==> config.mk <==
export PLATFORM = sky130hd
export DESIGN_NAME = scsi_regif
export DESIGN_NICKNAME = d
export VERILOG_FILES = /design/src/rtl/scsi_regif_pkg.sv /design/src/rtl/scsi_regif_tc.sv /design/src/rtl/scsi_regif_fifo.sv /design/src/rtl/scsi_regif_irqs.sv /design/src/rtl/scsi_regif.sv
export SDC_FILE = /design/constraint.sdc
export NUM_CORES = 1
export LEC_CHECK = 0
export ABC_AREA = 0
export BUFFER_PORTS_ARGS = -buffer_cell sky130_fd_sc_hd__buf_2
export CAP_MARGIN = 20
export CORE_MARGIN = 2
export CORE_UTILIZATION = 40
export DETAILED_ROUTE_END_ITERATION = 8
export GPL_TIMING_DRIVEN = 0
export HOLD_SLACK_MARGIN = 0.05
export PLACE_DENSITY_LB_ADDON = 0.15
export SKIP_CTS_REPAIR_TIMING = 1
export SYNTH_ARGS = -nofsm -noshare
export SYNTH_HDL_FRONTEND = slang
export SYNTH_SLANG_ARGS = --single-unit
==> constraint.sdc <==
create_clock -name clk -period 3.6 [get_ports clk]
set_clock_uncertainty 0.2 [all_clocks]
set_input_delay 0.36 -clock clk [delete_from_list [all_inputs] [get_ports clk]]
set_output_delay 0.36 -clock clk [all_outputs]
set_load 0.02 [all_outputs]
==> src/rtl/scsi_regif_pkg.sv <==
package scsi_regif_pkg;
  localparam int TC_W = 24;
  localparam int TC_NB = TC_W / 8;
  localparam int ADDR_W = 4;

  localparam logic [ADDR_W-1:0] A_CNT_LO  = 4'h0;
  localparam logic [ADDR_W-1:0] A_CNT_MID = 4'h1;
  localparam logic [ADDR_W-1:0] A_FIFO    = 4'h2;
  localparam logic [ADDR_W-1:0] A_CMD     = 4'h3;
  localparam logic [ADDR_W-1:0] A_STAT    = 4'h4;
  localparam logic [ADDR_W-1:0] A_INTR    = 4'h5;
  localparam logic [ADDR_W-1:0] A_SEQ     = 4'h6;
  localparam logic [ADDR_W-1:0] A_FLAGS   = 4'h7;
  localparam logic [ADDR_W-1:0] A_CFG1    = 4'h8;
  localparam logic [ADDR_W-1:0] A_CNT_HI  = 4'h9;

  localparam int ST_TC     = 4;
  localparam int IN_FDONE  = 3;
  localparam int IN_BSVC   = 4;
  localparam int CMD_DMA   = 7;

  localparam logic [6:0] OP_NOP   = 7'h00;
  localparam logic [6:0] OP_FLUSH = 7'h01;
  localparam logic [6:0] OP_XFER  = 7'h10;
  localparam logic [7:0] CFG1_RST = 8'h07;

  // Live counter value produced by a DMA reload command.
  function automatic logic [TC_W-1:0] tc_reload(input logic [TC_W-1:0] stc);
    return (stc == '0) ? TC_W'(32'h0001_0000) : stc;
  endfunction

  // Interrupt bits raised by one non-DMA data byte.
  function automatic logic [7:0] xfer_intr_bits();
    logic [7:0] v;
    v = '0;
    v[IN_FDONE] = 1'b1;
    v[IN_BSVC] = 1'b1;
    return v;
  endfunction
endpackage

==> src/rtl/scsi_regif_tc.sv <==
module scsi_regif_tc
  import scsi_regif_pkg::*;
(
  input  logic            clk,
  input  logic            rst_n,
  input  logic [TC_NB-1:0] shadow_we,
  input  logic [7:0]      wdata,
  input  logic            reload,
  input  logic            step,
  output logic [TC_W-1:0] tc_q,
  output logic [TC_W-1:0] stc_q,
  output logic            hit_zero
);
  assign hit_zero = step && !reload && (tc_q == TC_W'(1));

  always_ff @(posedge clk or negedge rst_n) begin
    if (!rst_n) begin
      stc_q <= '0;
    end else begin
      for (int b = 0; b < TC_NB; b++) begin
        if (shadow_we[b]) stc_q[8*b +: 8] <= wdata;
      end
    end
  end

  always_ff @(posedge clk or negedge rst_n) begin
    if (!rst_n) begin
      tc_q <= '0;
    end else if (reload) begin
      tc_q <= tc_reload(stc_q);
    end else if (step && tc_q != '0) begin
      tc_q <= tc_q - TC_W'(1);
    end
  end
endmodule

==> src/rtl/scsi_regif_fifo.sv <==
module scsi_regif_fifo #(
  parameter int DEPTH = 16,
  parameter int W = 8,
  localparam int PW = $clog2(DEPTH),
  localparam int CW = $clog2(DEPTH) + 1
) (
  input  logic          clk,
  input  logic          rst_n,
  input  logic          push,
  input  logic          pop,
  input  logic          flush,
  input  logic [W-1:0]  din,
  output logic [W-1:0]  dout,
  output logic [CW-1:0] cnt,
  output logic          ovf
);
  logic [W-1:0]  mem [DEPTH];
  logic [PW-1:0] rp, wp;
  logic          full, do_push, do_pop;

  assign full    = (cnt == CW'(DEPTH));
  assign do_push = push && !full;
  assign do_pop  = pop && (cnt != '0);
  assign dout    = (cnt != '0) ? mem[rp] : '0;

  always_ff @(posedge clk) begin
    if (do_push) mem[wp] <= din;
  end

  always_ff @(posedge clk or negedge rst_n) begin
    if (!rst_n) begin
      rp  <= '0;
      wp  <= '0;
      cnt <= '0;
      ovf <= 1'b0;
    end else begin
      ovf <= push && full;
      if (flush) begin
        rp  <= '0;
        wp  <= '0;
        cnt <= '0;
      end else begin
        if (do_push) wp <= wp + PW'(1);
        if (do_pop)  rp <= rp + PW'(1);
        case ({do_push, do_pop})
          2'b10:   cnt <= cnt + CW'(1);
          2'b01:   cnt <= cnt - CW'(1);
          default: cnt <= cnt;
        endcase
      end
    end
  end
endmodule

==> src/rtl/scsi_regif_irqs.sv <==
module scsi_regif_irqs
  import scsi_regif_pkg::*;
(
  input  logic       clk,
  input  logic       rst_n,
  input  logic       evt_valid,
  input  logic [6:0] evt_stat,
  input  logic [7:0] evt_intr,
  input  logic [2:0] evt_seq,
  input  logic       intr_rd,
  input  logic       tc_clr,
  input  logic       tc_set,
  input  logic       xfer_byte,
  output logic [6:0] stat_q,
  output logic [7:0] intr_q,
  output logic [2:0] seq_q,
  output logic       irq
);
  logic [6:0] stat_n;
  logic [7:0] intr_n;
  logic [2:0] seq_n;

  always_comb begin
    intr_n = intr_rd ? 8'h00 : intr_q;
    if (xfer_byte) intr_n = intr_n | xfer_intr_bits();
    if (evt_valid) intr_n = intr_n | evt_intr;

    stat_n = stat_q;
    if (intr_rd || tc_clr) stat_n[ST_TC] = 1'b0;
    if (tc_set) stat_n[ST_TC] = 1'b1;
    if (evt_valid) stat_n = stat_n | evt_stat;

    seq_n = intr_rd ? 3'd0 : seq_q;
    if (evt_valid) seq_n = evt_seq;
  end

  always_ff @(posedge clk or negedge rst_n) begin
    if (!rst_n) begin
      stat_q <= '0;
      intr_q <= '0;
      seq_q  <= '0;
      irq    <= 1'b0;
    end else begin
      stat_q <= stat_n;
      intr_q <= intr_n;
      seq_q  <= seq_n;
      if (irq != (intr_n != 8'h00)) irq <= (intr_n != 8'h00);
    end
  end
endmodule

==> src/rtl/scsi_regif.sv <==
module scsi_regif
  import scsi_regif_pkg::*;
#(
  parameter int FIFO_DEPTH = 16,
  parameter logic [7:0] CHIP_ID = 8'hA2
) (
  input  logic        clk,
  input  logic        rst_n,
  input  logic        bus_wr,
  input  logic        bus_rd,
  input  logic [3:0]  bus_addr,
  input  logic [7:0]  bus_wdata,
  output logic [7:0]  bus_rdata,
  input  logic        dma_step,
  input  logic        evt_valid,
  input  logic [6:0]  evt_stat,
  input  logic [7:0]  evt_intr,
  input  logic [2:0]  evt_seq,
  output logic        irq,
  output logic        fifo_ovf
);
  localparam int CW = $clog2(FIFO_DEPTH) + 1;

  logic [TC_NB-1:0] wr_cnt;
  logic             wr_fifo, wr_cmd, wr_cfg1, rd_fifo, rd_intr;
  logic             cmd_reload, cmd_flush, xfer_byte, hit_zero;
  logic [TC_W-1:0]  tc_q, stc_q;
  logic [7:0]       cmd_q, cfg1_q, fifo_dout, rd_val, rdata_q;
  logic [CW-1:0]    fifo_cnt;
  logic [6:0]       stat_q;
  logic [7:0]       intr_q;
  logic [2:0]       seq_q;
  logic             hi_written;

  assign wr_cnt     = {bus_wr && bus_addr == A_CNT_HI,
                       bus_wr && bus_addr == A_CNT_MID,
                       bus_wr && bus_addr == A_CNT_LO};
  assign wr_fifo    = bus_wr && bus_addr == A_FIFO;
  assign wr_cmd     = bus_wr && bus_addr == A_CMD;
  assign wr_cfg1    = bus_wr && bus_addr == A_CFG1;
  assign rd_fifo    = bus_rd && bus_addr == A_FIFO;
  assign rd_intr    = bus_rd && bus_addr == A_INTR;
  assign cmd_reload = wr_cmd && bus_wdata[CMD_DMA];
  assign cmd_flush  = wr_cmd && bus_wdata[6:0] == OP_FLUSH;
  assign xfer_byte  = wr_fifo && cmd_q == {1'b0, OP_XFER};

  scsi_regif_tc u_tc (
    .clk(clk), .rst_n(rst_n), .shadow_we(wr_cnt), .wdata(bus_wdata),
    .reload(cmd_reload), .step(dma_step), .tc_q(tc_q), .stc_q(stc_q),
    .hit_zero(hit_zero)
  );

  scsi_regif_fifo #(.DEPTH(FIFO_DEPTH), .W(8)) u_fifo (
    .clk(clk), .rst_n(rst_n), .push(wr_fifo), .pop(rd_fifo),
    .flush(cmd_flush), .din(bus_wdata), .dout(fifo_dout), .cnt(fifo_cnt),
    .ovf(fifo_ovf)
  );

  scsi_regif_irqs u_irqs (
    .clk(clk), .rst_n(rst_n), .evt_valid(evt_valid), .evt_stat(evt_stat),
    .evt_intr(evt_intr), .evt_seq(evt_seq), .intr_rd(rd_intr),
    .tc_clr(|wr_cnt), .tc_set(hit_zero), .xfer_byte(xfer_byte),
    .stat_q(stat_q), .intr_q(intr_q), .seq_q(seq_q), .irq(irq)
  );

  always_ff @(posedge clk or negedge rst_n) begin
    if (!rst_n) begin
      cmd_q      <= '0;
      cfg1_q     <= CFG1_RST;
      hi_written <= 1'b0;
    end else begin
      if (wr_cmd)  cmd_q  <= bus_wdata;
      if (wr_cfg1) cfg1_q <= bus_wdata;
      if (wr_cnt[TC_NB-1]) hi_written <= 1'b1;
    end
  end

  always_comb begin
    case (bus_addr)
      A_CNT_LO:  rd_val = tc_q[7:0];
      A_CNT_MID: rd_val = tc_q[15:8];
      A_CNT_HI:  rd_val = hi_written ? tc_q[23:16] : CHIP_ID;
      A_FIFO:    rd_val = fifo_dout;
      A_CMD:     rd_val = cmd_q;
      A_STAT:    rd_val = {irq, stat_q};
      A_INTR:    rd_val = intr_q;
      A_SEQ:     rd_val = {5'd0, seq_q};
      A_FLAGS:   rd_val = {{(8-CW){1'b0}}, fifo_cnt};
      A_CFG1:    rd_val = cfg1_q;
      default:   rd_val = 8'h00;
    endcase
  end

  always_ff @(posedge clk or negedge rst_n) begin
    if (!rst_n) rdata_q <= '0;
    else if (bus_rd) rdata_q <= rd_val;
  end
  assign bus_rdata = rdata_q;
endmodule

* After elaboration in Yosys (flattened, before gate mapping)
Memories as Yosys holds them, arrays and structs flattened.
Cells that the tools add are included.
** Word-level totals
- Register bits after elaboration :: 106
- Memory bits (writable) :: 128
- Logic and storage cells :: 94
- Memories :: 1
** Memory list
- u_fifo.mem :: words 16, bits a word 8, read ports 1, clocked after Yosys merged registers in 0, wr ports 1, line scsi_regif_fifo.sv:17 : logic [W-1:0] mem [DEPTH];
** Operators by class
- Add/sub/neg operators :: 5
- Equality and inequality tests :: 16
- Muxes and demuxes :: 22
- Bitwise logic cells :: 2
- Reductions and logical operators :: 31
** Operator list (number)
- $pmux 8 s10 :: 1
- $mux 24 :: 3
- $mux 8 :: 4
- $eq 24x1->1 const B :: 1
- $logic_not 24->1 :: 1
- $reduce_bool 24->1 :: 1
- $sub 24x1->24 const B :: 1
- $logic_and 1x1->1 :: 17
- $eq 4x3->1 const B :: 4
- $mux 4 :: 4
- $mux 5 :: 3
- $pmux 5 s2 :: 1
- $add 4x1->4 const B :: 2
- $eq 4x2->1 const B :: 2
- $eq 4x4->1 const B :: 2
- $eq 8x5->1 const B :: 1
- $or 8x8->8 :: 1
- $reduce_bool 2->1 :: 4
- $reduce_bool 8->1 :: 1
- $eq 7x1->1 const B :: 1
- $or 7x7->7 :: 1
- $mux 3 :: 2
- $add 5x1->5 const B :: 1
- $eq 5x5->1 const B :: 1
- other kinds (12) :: 16

* Depth between registers and ports, before layout
Gate-level depths: netlist of the first run.
- Word-level depth :: 9
- Gate-level depth with buffers :: 11
- Depth with buffers taken out :: 10

* Modules after synthesis
From an unflattened synthesis of the first run, not the netlist that was laid out.
** Unflattened totals
- Cell total of the unflattened synthesis :: 791
- Area, all modules :: 10936.7 um^2
** Modules (own cells, without submodules)
- scsi_regif_fifo :: times used 1, cells each 316, area each 5938.2 um^2, seq. area each 4194.0 um^2
- scsi_regif_tc :: times used 1, cells each 235, area each 2514.9 um^2, seq. area each 1201.2 um^2
- scsi_regif :: times used 1, cells each 187, area each 1769.2 um^2, seq. area each 629.4 um^2
- scsi_regif_irqs :: times used 1, cells each 53, area each 714.4 um^2, seq. area each 475.5 um^2

* Worst setup path before layout of the first run
Ideal clock, no wire load.
- Kind :: input to register
- From :: input bus_addr[3]
- To :: memory u_fifo.mem[4][0] (enable)
- Library setup time :: 0.383 ns
- Data arrival time :: 2.076 ns
- Slack :: 0.941 ns
- Cell stages on the path :: 6
- Buffers on the path :: 2
- Cell sequence :: clkbuf_1 nor3b_1 o211a_1 buf_2 nand2_1 nor3_1
** On the way
- Cells in the longest elaborated chain, start to end :: 5
** RTL lines
- from (decl) :: line scsi_regif.sv:11 : input logic [3:0] bus_addr,
- $eq 4x2->1 :: line scsi_regif.sv:38 : assign wr_fifo = bus_wr && bus_addr == A_FIFO;
- $logic_and 1x1->1 :: line scsi_regif.sv:38
- $logic_and 1x1->1 :: line scsi_regif_fifo.sv:22 : assign do_push = push && !full;
- $mux 1 :: line scsi_regif_fifo.sv:27 : if (do_push) mem[wp] <= din;
- $mux 1 (implied by the code) :: line scsi_regif_fifo.sv:27
- to (decl) :: line scsi_regif_fifo.sv:17
Every way passes these cells.

* Worst setup path in the final report of the first run
- From :: register u_fifo.rp[1]
- To :: register rdata_q[3], in the netlist bus_rdata[3]
** On the way
- Cells in the longest elaborated chain, start to end :: 3
** RTL lines
- from (decl) :: line scsi_regif_fifo.sv:18 : logic [PW-1:0] rp, wp;
- from (signal assigned) :: line scsi_regif_fifo.sv:44 : if (do_pop) rp <= rp + PW'(1);
- $mem_v2 16x8
- $mux 8 :: line scsi_regif_fifo.sv:24 : assign dout = (cnt != '0) ? mem[rp] : '0;
- $pmux 8 s10 :: line scsi_regif.sv:79 : case (bus_addr)
- to (signal assigned) :: line scsi_regif.sv:96 : else if (bus_rd) rdata_q <= rd_val;
- to (decl) :: line scsi_regif.sv:28 : logic [7:0] cmd_q, cfg1_q, fifo_dout, rd_val, rdata_q;
Every way passes these cells.
A chain may end at the register's enable or synchronous reset.

==> flow_metrics.env, run 1 <==
export IMPL_cts_buffers=26
export IMPL_min_path_type="in2reg"
export IMPL_wl_per_cell_um=23.4
export IMPL_port_buffers=42
export IMPL_worstPathMaxFanout=10
export IMPL_tritoncts="yes"
export IMPL_syn2layout_area_growth_pct=16.4
export IMPL_nFillCells=2299
export IMPL_gp_congestion=0.902
export IMPL_mostFrequentLayoutCell="edfxtp_1"
export IMPL_antenna_found_initial=0
export IMPL_maxCapViolations=0
export IMPL_grt_max_degree=59
export IMPL_synth_warnings=0
export IMPL_grt_pass1_vias=7275
export IMPL_place_area_um2=11300
export IMPL_arrival_ns=3.49
export IMPL_synth_top_cell_area_share_pct=36.2
export IMPL_wirelength_um=28800
export IMPL_outcome="finished, final reports clean"
export IMPL_crit_required_ns=3.79
export IMPL_synth_area_leader_cell="edfxtp_1"
export IMPL_p_per_area_nw_per_um2=644
export IMPL_fmax_ghz=0.303
export IMPL_grt_total_usage_pct=20.7
export IMPL_cts_buffer_depth=3
export IMPL_antenna_cells=0
export IMPL_ant_nets=0
export IMPL_start_util_pct=40.8
export IMPL_p_leak_nw=4.55
export IMPL_drive_above_1_share_pct=22.1
export IMPL_clock_sinks=234
export IMPL_rsz0062_at_grt="no"
export IMPL_setup_viol=0
export IMPL_slew_headroom_pct=39.0
export IMPL_fin_crit_ns=3.30
export IMPL_synth_edf_count=128
export IMPL_setup_tns_ns=0
export IMPL_async_flop_share_pct=45.3
export IMPL_dp_hpwl_um=19700
export IMPL_die_y_um=167
export IMPL_criticalPathCategory="reg2reg"
export IMPL_dr_pass1_iters=5
export IMPL_dr_first_iter_drc_count=633
export IMPL_worst_pin_slew_ns=0.912
export IMPL_nets=922
export IMPL_synth_area_per_cell_um2=13.6
export IMPL_vias_per_cell=5.84
export IMPL_ys_seq_elements=234
export IMPL_coreArea_um2=26100
export IMPL_period_share_pct=91.7
export IMPL_rows=59
export IMPL_clkTransAtPathRegs_ns=0.06
export IMPL_cts_htree_levels=1
export IMPL_synth_flop_cell="edfxtp_1"
export IMPL_io_pins=46
export IMPL_final_cell_mix="edfxtp_1 (128), dfrtp_1 (103), buf_2 (54)"
export IMPL_final_hold_viol_count=0
export IMPL_syn_inst=780
export IMPL_drc=0
export IMPL_synth_area_um2=10600
export IMPL_dieArea_um2=27900
export IMPL_peakVddDrop_mv=0.614
export IMPL_worstSetupEndpointType="register"
export IMPL_final_area_um2=12400
export IMPL_drv_slew=0
export IMPL_cts_root_buffer="clkbuf_16"
export IMPL_die_w_um=167
export IMPL_crit_path_start_kind="register"
export IMPL_grt_first_pass_wirelength_um=44200
export IMPL_syn_nets=825
export IMPL_clkLatencyLatePin_ns=0.53
export IMPL_synth_distinct_cells=73
export IMPL_grt_overflow_total=0
export IMPL_yosys_top_cells_area="edfxtp_1 (36%), dfrtp_1 (24%), mux4_2 (6.6%)"
export IMPL_vias=7200
export IMPL_yosysSeqAreaShare_pct=61.2
-- Yosys cell counts (all sizes together) (4+ instances only) --
master  count
clkbuf     28
a22oi       8
or4         9
xor2       12
nor3b       5
and3       10
nand2      49
a221o       4
nand3      17
o21ai      36
xnor2       8
nor2       46
buf        15
mux2       51
a32oi       4
mux4       31
nor4       16
inv        15
a22o       11
or3         9
o221ai      5
nor2b       9
nand4       7
a21o        9
a31oi      11
a21oi      23
and2       15
nor3       17
edfxtp    128
mux2i      13
ha          9
dfrtp     103
a211oi      4
-- kinds of logic after synthesis --
family,share of synthesized area (%)
and+or+nand+nor,11.5
DFF,61.2
adders and majority gates,1.06
xor gates and xnor gates,1.65
buffers and inverters,2.37
AOI/OAI and AO/OA,9.02
muxes,13.2
-- worst paths after layout --
kind	startpoint	end	slack [ns]	cells after the start
setup / recovery	u_fifo.rp[1]	bus_rdata[3]	0.30	8
hold / removal	bus_wdata[4]	u_fifo.mem[3][4]	0.15	1
setup reg to reg	u_fifo.rp[1]	bus_rdata[3]	0.30	8
hold reg to reg	u_irqs.stat_q[1]	u_irqs.stat_q[1]	0.26	1
max in group asynchronous	rst_n	cfg1_q[2]	2.25	3
min in group asynchronous	rst_n	u_fifo.rp[2]	0.21	2
-- where the power goes --
part / switching (mW) / total [mW] / internal [mW]
logic: 1.00 / 1.84 / 0.843
registers: 0.380 / 3.51 / 3.13
clock network: 1.07 / 2.60 / 1.53
total: 2.45 / 7.96 / 5.51
-- state kept, by name, indices dropped and copies added, names as in the netlist --
| name | flops |
|---|---|
| u_tc.tc_q | 24 |
| cmd_q | 8 |
| u_fifo.ovf | 1 |
| u_irqs.irq | 1 |
| cfg1_q | 8 |
| u_irqs.stat_q | 7 |
| u_tc.stc_q | 24 |
| bus_rdata | 8 |
| u_fifo.wp | 4 |
| u_irqs.seq_q | 3 |
| u_fifo.rp | 4 |
| hi_written | 1 |
| u_fifo.mem | 128 |
| u_fifo.cnt | 5 |
| u_irqs.intr_q | 8 |
-- per-layer routing --
layer  GRT usage, %  vias up  share of wire (%)
met4           5.10        0                1.9
met5              0        -                  0
met3           2.83       40                5.0
li1               -     3204                  -
met2           33.1      216                 47
met1           29.9     3740                 46
-- worst max-delay path, cell delays in order, from the launching register on --
cell and delay [ns]:
dfrtp_1 0.36, clkbuf_1 0.46, buf_1 0.61, buf_2 0.43, mux4_2 0.36, mux2i_1 0.33, nor2_1 0.09, a21oi_1 0.17
o221ai_1 0.14
-- metrics by stage --
stage	instances	setup slack, ns	hold slack (ns)	util [%]	total power, mW
6_report	1232	0.298	0.152	47.4	7.96
5_1_grt	1232	0.105	0.139	47.4	8.32
4_1_cts	1210	0.184	-0.313	46.6	7.98
3_5_place_dp	1162	0.183	0.249	43.4	5.38
3_3_place_gp	1157	-0.206	0.245	43.2	5.33
2_1_floorplan	780	0.941	-0.136	-	4.70
-- cell type report --
| type | count | area, um^2 | area share, % |
|---|---|---|---|
| Timing Repair Buffer | 69 | 480 | 3.89 |
| Clock buffer | 33 | 707 | 5.72 |
| Tap cell | 335 | 419 | 3.39 |
| Inverter | 16 | 60.1 | 0.486 |
| Buffer | 43 | 191 | 1.55 |
| Clock inverter | 15 | 136 | 1.10 |
| Sequential cell | 234 | 6500 | 52.6 |
| Multi-Input combinational cell | 487 | 3870 | 31.3 |
No activity file was read; power rests on OpenSTA's default activity.
==> run 2, diff against run 1 <==
--- a/config.mk
+++ b/config.mk
@@ -6,11 +6,11 @@
 export NUM_CORES = 1
 export LEC_CHECK = 0
 export ABC_AREA = 0
-export BUFFER_PORTS_ARGS = -buffer_cell sky130_fd_sc_hd__buf_2
 export CAP_MARGIN = 20
 export CORE_MARGIN = 2
 export CORE_UTILIZATION = 40
 export DETAILED_ROUTE_END_ITERATION = 8
+export DONT_BUFFER_PORTS = 1
 export GPL_TIMING_DRIVEN = 0
 export HOLD_SLACK_MARGIN = 0.05
 export PLACE_DENSITY_LB_ADDON = 0.15
==> flow_metrics.env, run 2 (synthesis results as in run 1) <==
export IMPL_setup_viol=0
export IMPL_tritoncts="yes"
export IMPL_arrival_ns=3.60
export IMPL_final_hold_viol_count=0
export IMPL_final_cell_mix="edfxtp_1 (128), dfrtp_1 (103), mux2_2 (51)"
export IMPL_min_path_type="in2reg"
export IMPL_crit_path_start_kind="register"
export IMPL_instances_no_fill=1196
export IMPL_multiInputGateArea_um2=3870
export IMPL_timing_hold_ws_ns=0.0394
export IMPL_fin_crit_ns=3.41
export IMPL_io_pins=46
export IMPL_vias_per_cell=5.93
export IMPL_period_share_pct=94.7
export IMPL_syn2layout_area_growth_pct=14.6
export IMPL_antenna_found_initial=2
export IMPL_crit_required_ns=3.79
export IMPL_cts_root_buffer="clkbuf_16"
export IMPL_wl_per_cell_um=24.5
export IMPL_grt_overflow_total=0
export IMPL_slew_headroom_pct=28.4
export IMPL_dr_first_iter_drc_count=619
export IMPL_criticalPathCategory="reg2reg"
export IMPL_grt_max_degree=107
export IMPL_rows=59
export IMPL_min_path_cells=4
export IMPL_clkLatencyLatePin_ns=0.54
export IMPL_wirelength_um=29300
export IMPL_dr_pass1_iters=7
export IMPL_outcome="finished, final reports clean"
export IMPL_fmax_ghz=0.293
export IMPL_reg2reg_depth=8
export IMPL_nets=887
export IMPL_worst_pin_slew_ns=1.07
export IMPL_drc=0
export IMPL_p_leak_nw=4.38
export IMPL_dp_hpwl_um=19200
export IMPL_grt_first_pass_wirelength_um=43200
export IMPL_largest_reg_flops=128
export IMPL_mostFrequentLayoutCell="edfxtp_1"
export IMPL_cts_buffer_depth=3
export IMPL_fin_util_pct=46.7
export IMPL_die_w_um=167
export IMPL_die_y_um=167
export IMPL_drv_slew=0
export IMPL_clock_sinks=234
export IMPL_worstPathMaxFanout=10
export IMPL_p_per_area_nw_per_um2=636
export IMPL_clkTransAtPathRegs_ns=0.06
export IMPL_dieArea_um2=27900
export IMPL_peakVddDrop_mv=0.399
export IMPL_cts_buffers=25
export IMPL_grt_total_usage_pct=20.2
export IMPL_worstSetupEndpointType="register"
export IMPL_maxCapViolations=0
export IMPL_ff_latch_area_um2=6500
export IMPL_reg_top3="u_fifo.mem (128), u_tc.stc_q (24), u_tc.tc_q (24)"
export IMPL_start_util_pct=40.8
export IMPL_ant_nets=0
export IMPL_coreArea_um2=26100
export IMPL_cts_htree_levels=1
export IMPL_gp_congestion=0.882
export IMPL_drive_above_1_share_pct=17.8
export IMPL_vias=7091
export IMPL_rsz0062_at_grt="no"
export IMPL_grt_pass1_vias=7069
export IMPL_largest_register="u_fifo.mem"
export IMPL_placedCellCount=1119
export IMPL_nFillCells=2317
export IMPL_setup_tns_ns=0
export IMPL_port_buffers=0
[run 2: cell count changes in the layout (fill, tap and decap cells not counted), moves of 2 or more]
cell,previous run,this run
buf_2,54,13
clkinv_1,6,3
dlygate4sd3_1,22,28
clkbuf_1,32,35
clkbuf_8,3,1
diode_2,0,3
buf_12,0,2
[run 2: metrics by stage]
stage          cell area, um^2  total power [mW]  worst slack [ns]
5_1_grt                  12200              8.10            0.0624
4_1_cts                  11800              7.68             0.153
3_5_place_dp             11100              5.27            0.0958
2_1_floorplan            10600              4.70             0.941
6_report                 12200              7.73             0.191
3_3_place_gp             11000              5.23            -0.210
[run 2: final timing paths]
path,start,end,slack [ns]
setup / recovery,u_fifo.rp[1],bus_rdata[6],0.19
hold / removal,bus_wdata[7],u_tc.tc_q[14],0.04
setup reg to reg,u_fifo.rp[1],bus_rdata[6],0.19
hold reg to reg,u_irqs.stat_q[5],u_irqs.stat_q[5],0.26
max in group asynchronous,rst_n,cfg1_q[2],2.54
min in group asynchronous,rst_n,u_fifo.rp[2],0.24
[run 2: critical path, stage by stage (launching register included)]
cell	delay [ns]
dfrtp_1	0.36
clkbuf_1	0.46
buf_1	0.61
buf_2	0.44
mux4_2	0.38
mux2i_1	0.34
nor2_1	0.08
a21oi_1	0.26
o221ai_1	0.15
[run 2: power by group]
part,total [mW],switching (mW),internal (mW),leakage (nW)
sequential,3.53,0.395,3.13,2.41
combinational,1.80,0.970,0.830,1.60
clock,2.41,1.03,1.37,0.374
total,7.73,2.40,5.34,4.38
[run 2: layout make-up]
| type | instances | share of cell area, % |
|---|---|---|
| clock buffer | 33 | 5.47 |
| multi-input combinational | 487 | 31.8 |
| buffer | 43 | 1.57 |
| clock inverter | 10 | 0.720 |
| antenna | 3 | 0.0617 |
| timing repair buffer | 35 | 3.02 |
| tap | 335 | 3.44 |
| sequential | 234 | 53.4 |
| inverter | 16 | 0.494 |
[run 2: layer usage]
metal	routed length [um]	track usage (%)	part of all wire, %
met5	0	0	0
met4	588	5.32	2.0
met3	2030	3.16	6.9
met2	14000	32.5	48
met1	12600	28.7	43
==> run 3, diff against run 2 <==
--- a/config.mk
+++ b/config.mk
@@ -9,6 +9,7 @@
 export CAP_MARGIN = 20
 export CORE_MARGIN = 2
 export CORE_UTILIZATION = 40
+export CTS_BUF_LIST = sky130_fd_sc_hd__clkbuf_4 sky130_fd_sc_hd__clkbuf_8
 export DETAILED_ROUTE_END_ITERATION = 8
 export DONT_BUFFER_PORTS = 1
 export GPL_TIMING_DRIVEN = 0
==> flow_metrics.env, run 3 (synthesis results as in run 1) <==
export IMPL_syn2layout_area_growth_pct=15.5
export IMPL_timing_hold_ws_ns=0.0442
export IMPL_setup_viol=0
export IMPL_final_hold_viol_count=0
export IMPL_cpPeakStageDelay_ns=0.64
export IMPL_finalWorstSetupSlack_ns=0.170
export IMPL_rows=59
export IMPL_crit_required_ns=3.81
export IMPL_grt_pass1_vias=7216
export IMPL_multiInputGateArea_um2=3870
export IMPL_wirelength_um=29700
export IMPL_grt_overflow_total=0
export IMPL_setup_tns_ns=0
export IMPL_io_pins=46
export IMPL_antenna_found_initial=4
export IMPL_die_w_um=167
export IMPL_outcome="finished, final reports clean"
export IMPL_cp_top_family="buffers and inverters"
export IMPL_largest_reg_flops=128
export IMPL_cts_buffers=40
export IMPL_criticalPathCategory="reg2reg"
export IMPL_largest_register="u_fifo.mem"
export IMPL_clkTransAtPathRegs_ns=0.06
export IMPL_dr_pass1_iters=5
export IMPL_slew_headroom_pct=24.5
export IMPL_p_per_area_nw_per_um2=646
export IMPL_drc=0
export IMPL_coreArea_um2=26100
export IMPL_clock_sinks=234
export IMPL_r2r_start="u_fifo.rp[1]"
export IMPL_start_util_pct=40.8
export IMPL_worst_pin_slew_ns=1.13
export IMPL_worstSetupEndpointType="register"
export IMPL_min_path_type="in2reg"
export IMPL_busiest_layer="met2"
export IMPL_fin_crit_ns=3.43
export IMPL_dp_hpwl_um=19200
export IMPL_tritoncts="yes"
export IMPL_grt_total_usage_pct=20.7
export IMPL_ff_latch_area_um2=6500
export IMPL_fmax_ghz=0.292
export IMPL_grt_max_degree=107
export IMPL_finalPower_mw=7.92
export IMPL_cts_htree_levels=2
export IMPL_p_leak_nw=4.44
export IMPL_die_y_um=167
export IMPL_grtUsageMet1_pct=29.0
export IMPL_timing_critical_path_buf_inv=3
export IMPL_path_cells="clkbuf_1 -> buf_1 -> buf_2 -> mux4_2 -> mux2i_1 -> nor2_1 -> a21oi_1 -> o221ai_1"
export IMPL_period_share_pct=95.3
export IMPL_vias_per_cell=5.83
export IMPL_vias=7163
export IMPL_mostFrequentLayoutCell="edfxtp_1"
export IMPL_use_met3_pct=3.90
export IMPL_placedCellCount=1119
export IMPL_ant_nets=0
export IMPL_rsz0062_at_grt="no"
export IMPL_worstPathMaxFanout=10
export IMPL_drive_above_1_share_pct=20.4
export IMPL_gp_congestion=0.882
export IMPL_nFillCells=2321
export IMPL_final_cell_mix="edfxtp_1 (128), dfrtp_1 (103), mux2_2 (51)"
export IMPL_wl_per_cell_um=24.2
export IMPL_cpMaxStageDelayCell="buf_1"
export IMPL_grt_first_pass_wirelength_um=43900
export IMPL_maxCapViolations=0
export IMPL_peakVddDrop_mv=0.330
export IMPL_clkLatencyLatePin_ns=0.55
export IMPL_pre_cts_ws_ns=0.0958
export IMPL_nets=901
export IMPL_dr_first_iter_drc_count=727
export IMPL_crit_path_start_kind="register"
export IMPL_dieArea_um2=27900
export IMPL_instances_no_fill=1228
export IMPL_reg_top3="u_fifo.mem (128), u_tc.stc_q (24), u_tc.tc_q (24)"
export IMPL_cts_buffer_depth=3
export IMPL_arrival_ns=3.64
export IMPL_drv_slew=0
export IMPL_met2_usage_pct=32.7
export IMPL_port_buffers=0
export IMPL_min_from="evt_intr[1]"
export IMPL_ff2ff_setup_slack_ns=0.17
export IMPL_cts_root_buffer="clkbuf_8"
export IMPL_startpoint="u_fifo.rp[1]"
run 3: where the power goes:
group | switching [mW] | internal (mW)
clock | 1.09 | 1.51
combinational | 0.969 | 0.826
sequential | 0.397 | 3.13
total | 2.45 | 5.47
run 3: cell type report:
| cell class | count | area share, % |
|---|---|---|
| Timing Repair Buffer | 34 | 2.75 |
| Multi-Input combinational cell | 487 | 31.5 |
| Sequential cell | 234 | 53.0 |
| Tap cell | 335 | 3.42 |
| Inverter | 16 | 0.490 |
| Antenna cell | 7 | 0.143 |
| Clock inverter | 15 | 1.19 |
| Buffer | 43 | 1.56 |
| Clock buffer | 57 | 5.89 |
run 3: worst paths after layout:
path                                     to  depth (start not counted)
max                            bus_rdata[6]                          8
max reg2reg                    bus_rdata[6]                          8
min                              u_irqs.irq                          4
min in group asynchronous      bus_rdata[1]                          2
min reg2reg                u_irqs.stat_q[5]                          1
max in group asynchronous  u_irqs.stat_q[2]                          2
run 3: through the flow:
step	instance area (um^2)	utilization (%)
after floorplan	10600	-
after global placement	11000	42.4
after detailed placement	11100	42.4
after CTS	11900	45.8
after global routing	12300	47.0
final	12300	47.1
run 3: metal layers:
| layer | part of all wire, % | vias to the layer above | wire length [um] |
|---|---|---|---|
| li1 | - | 3186 | - |
| met1 | 43 | 3622 | 12900 |
| met5 | 0 | - | 0 |
| met4 | 2.9 | 0 | 855 |
| met2 | 47 | 303 | 14000 |
| met3 | 6.6 | 52 | 1960 |
run 3: worst reg2reg max path: cells and delay by family, from the launching register on:
family / cells / cell delay [ns]
and+or+nand+nor: 1 / 0.08
DFF: 1 / 0.36
buffers and inverters: 3 / 1.52
AOI/OAI and AO/OA: 2 / 0.41
muxes: 2 / 0.74
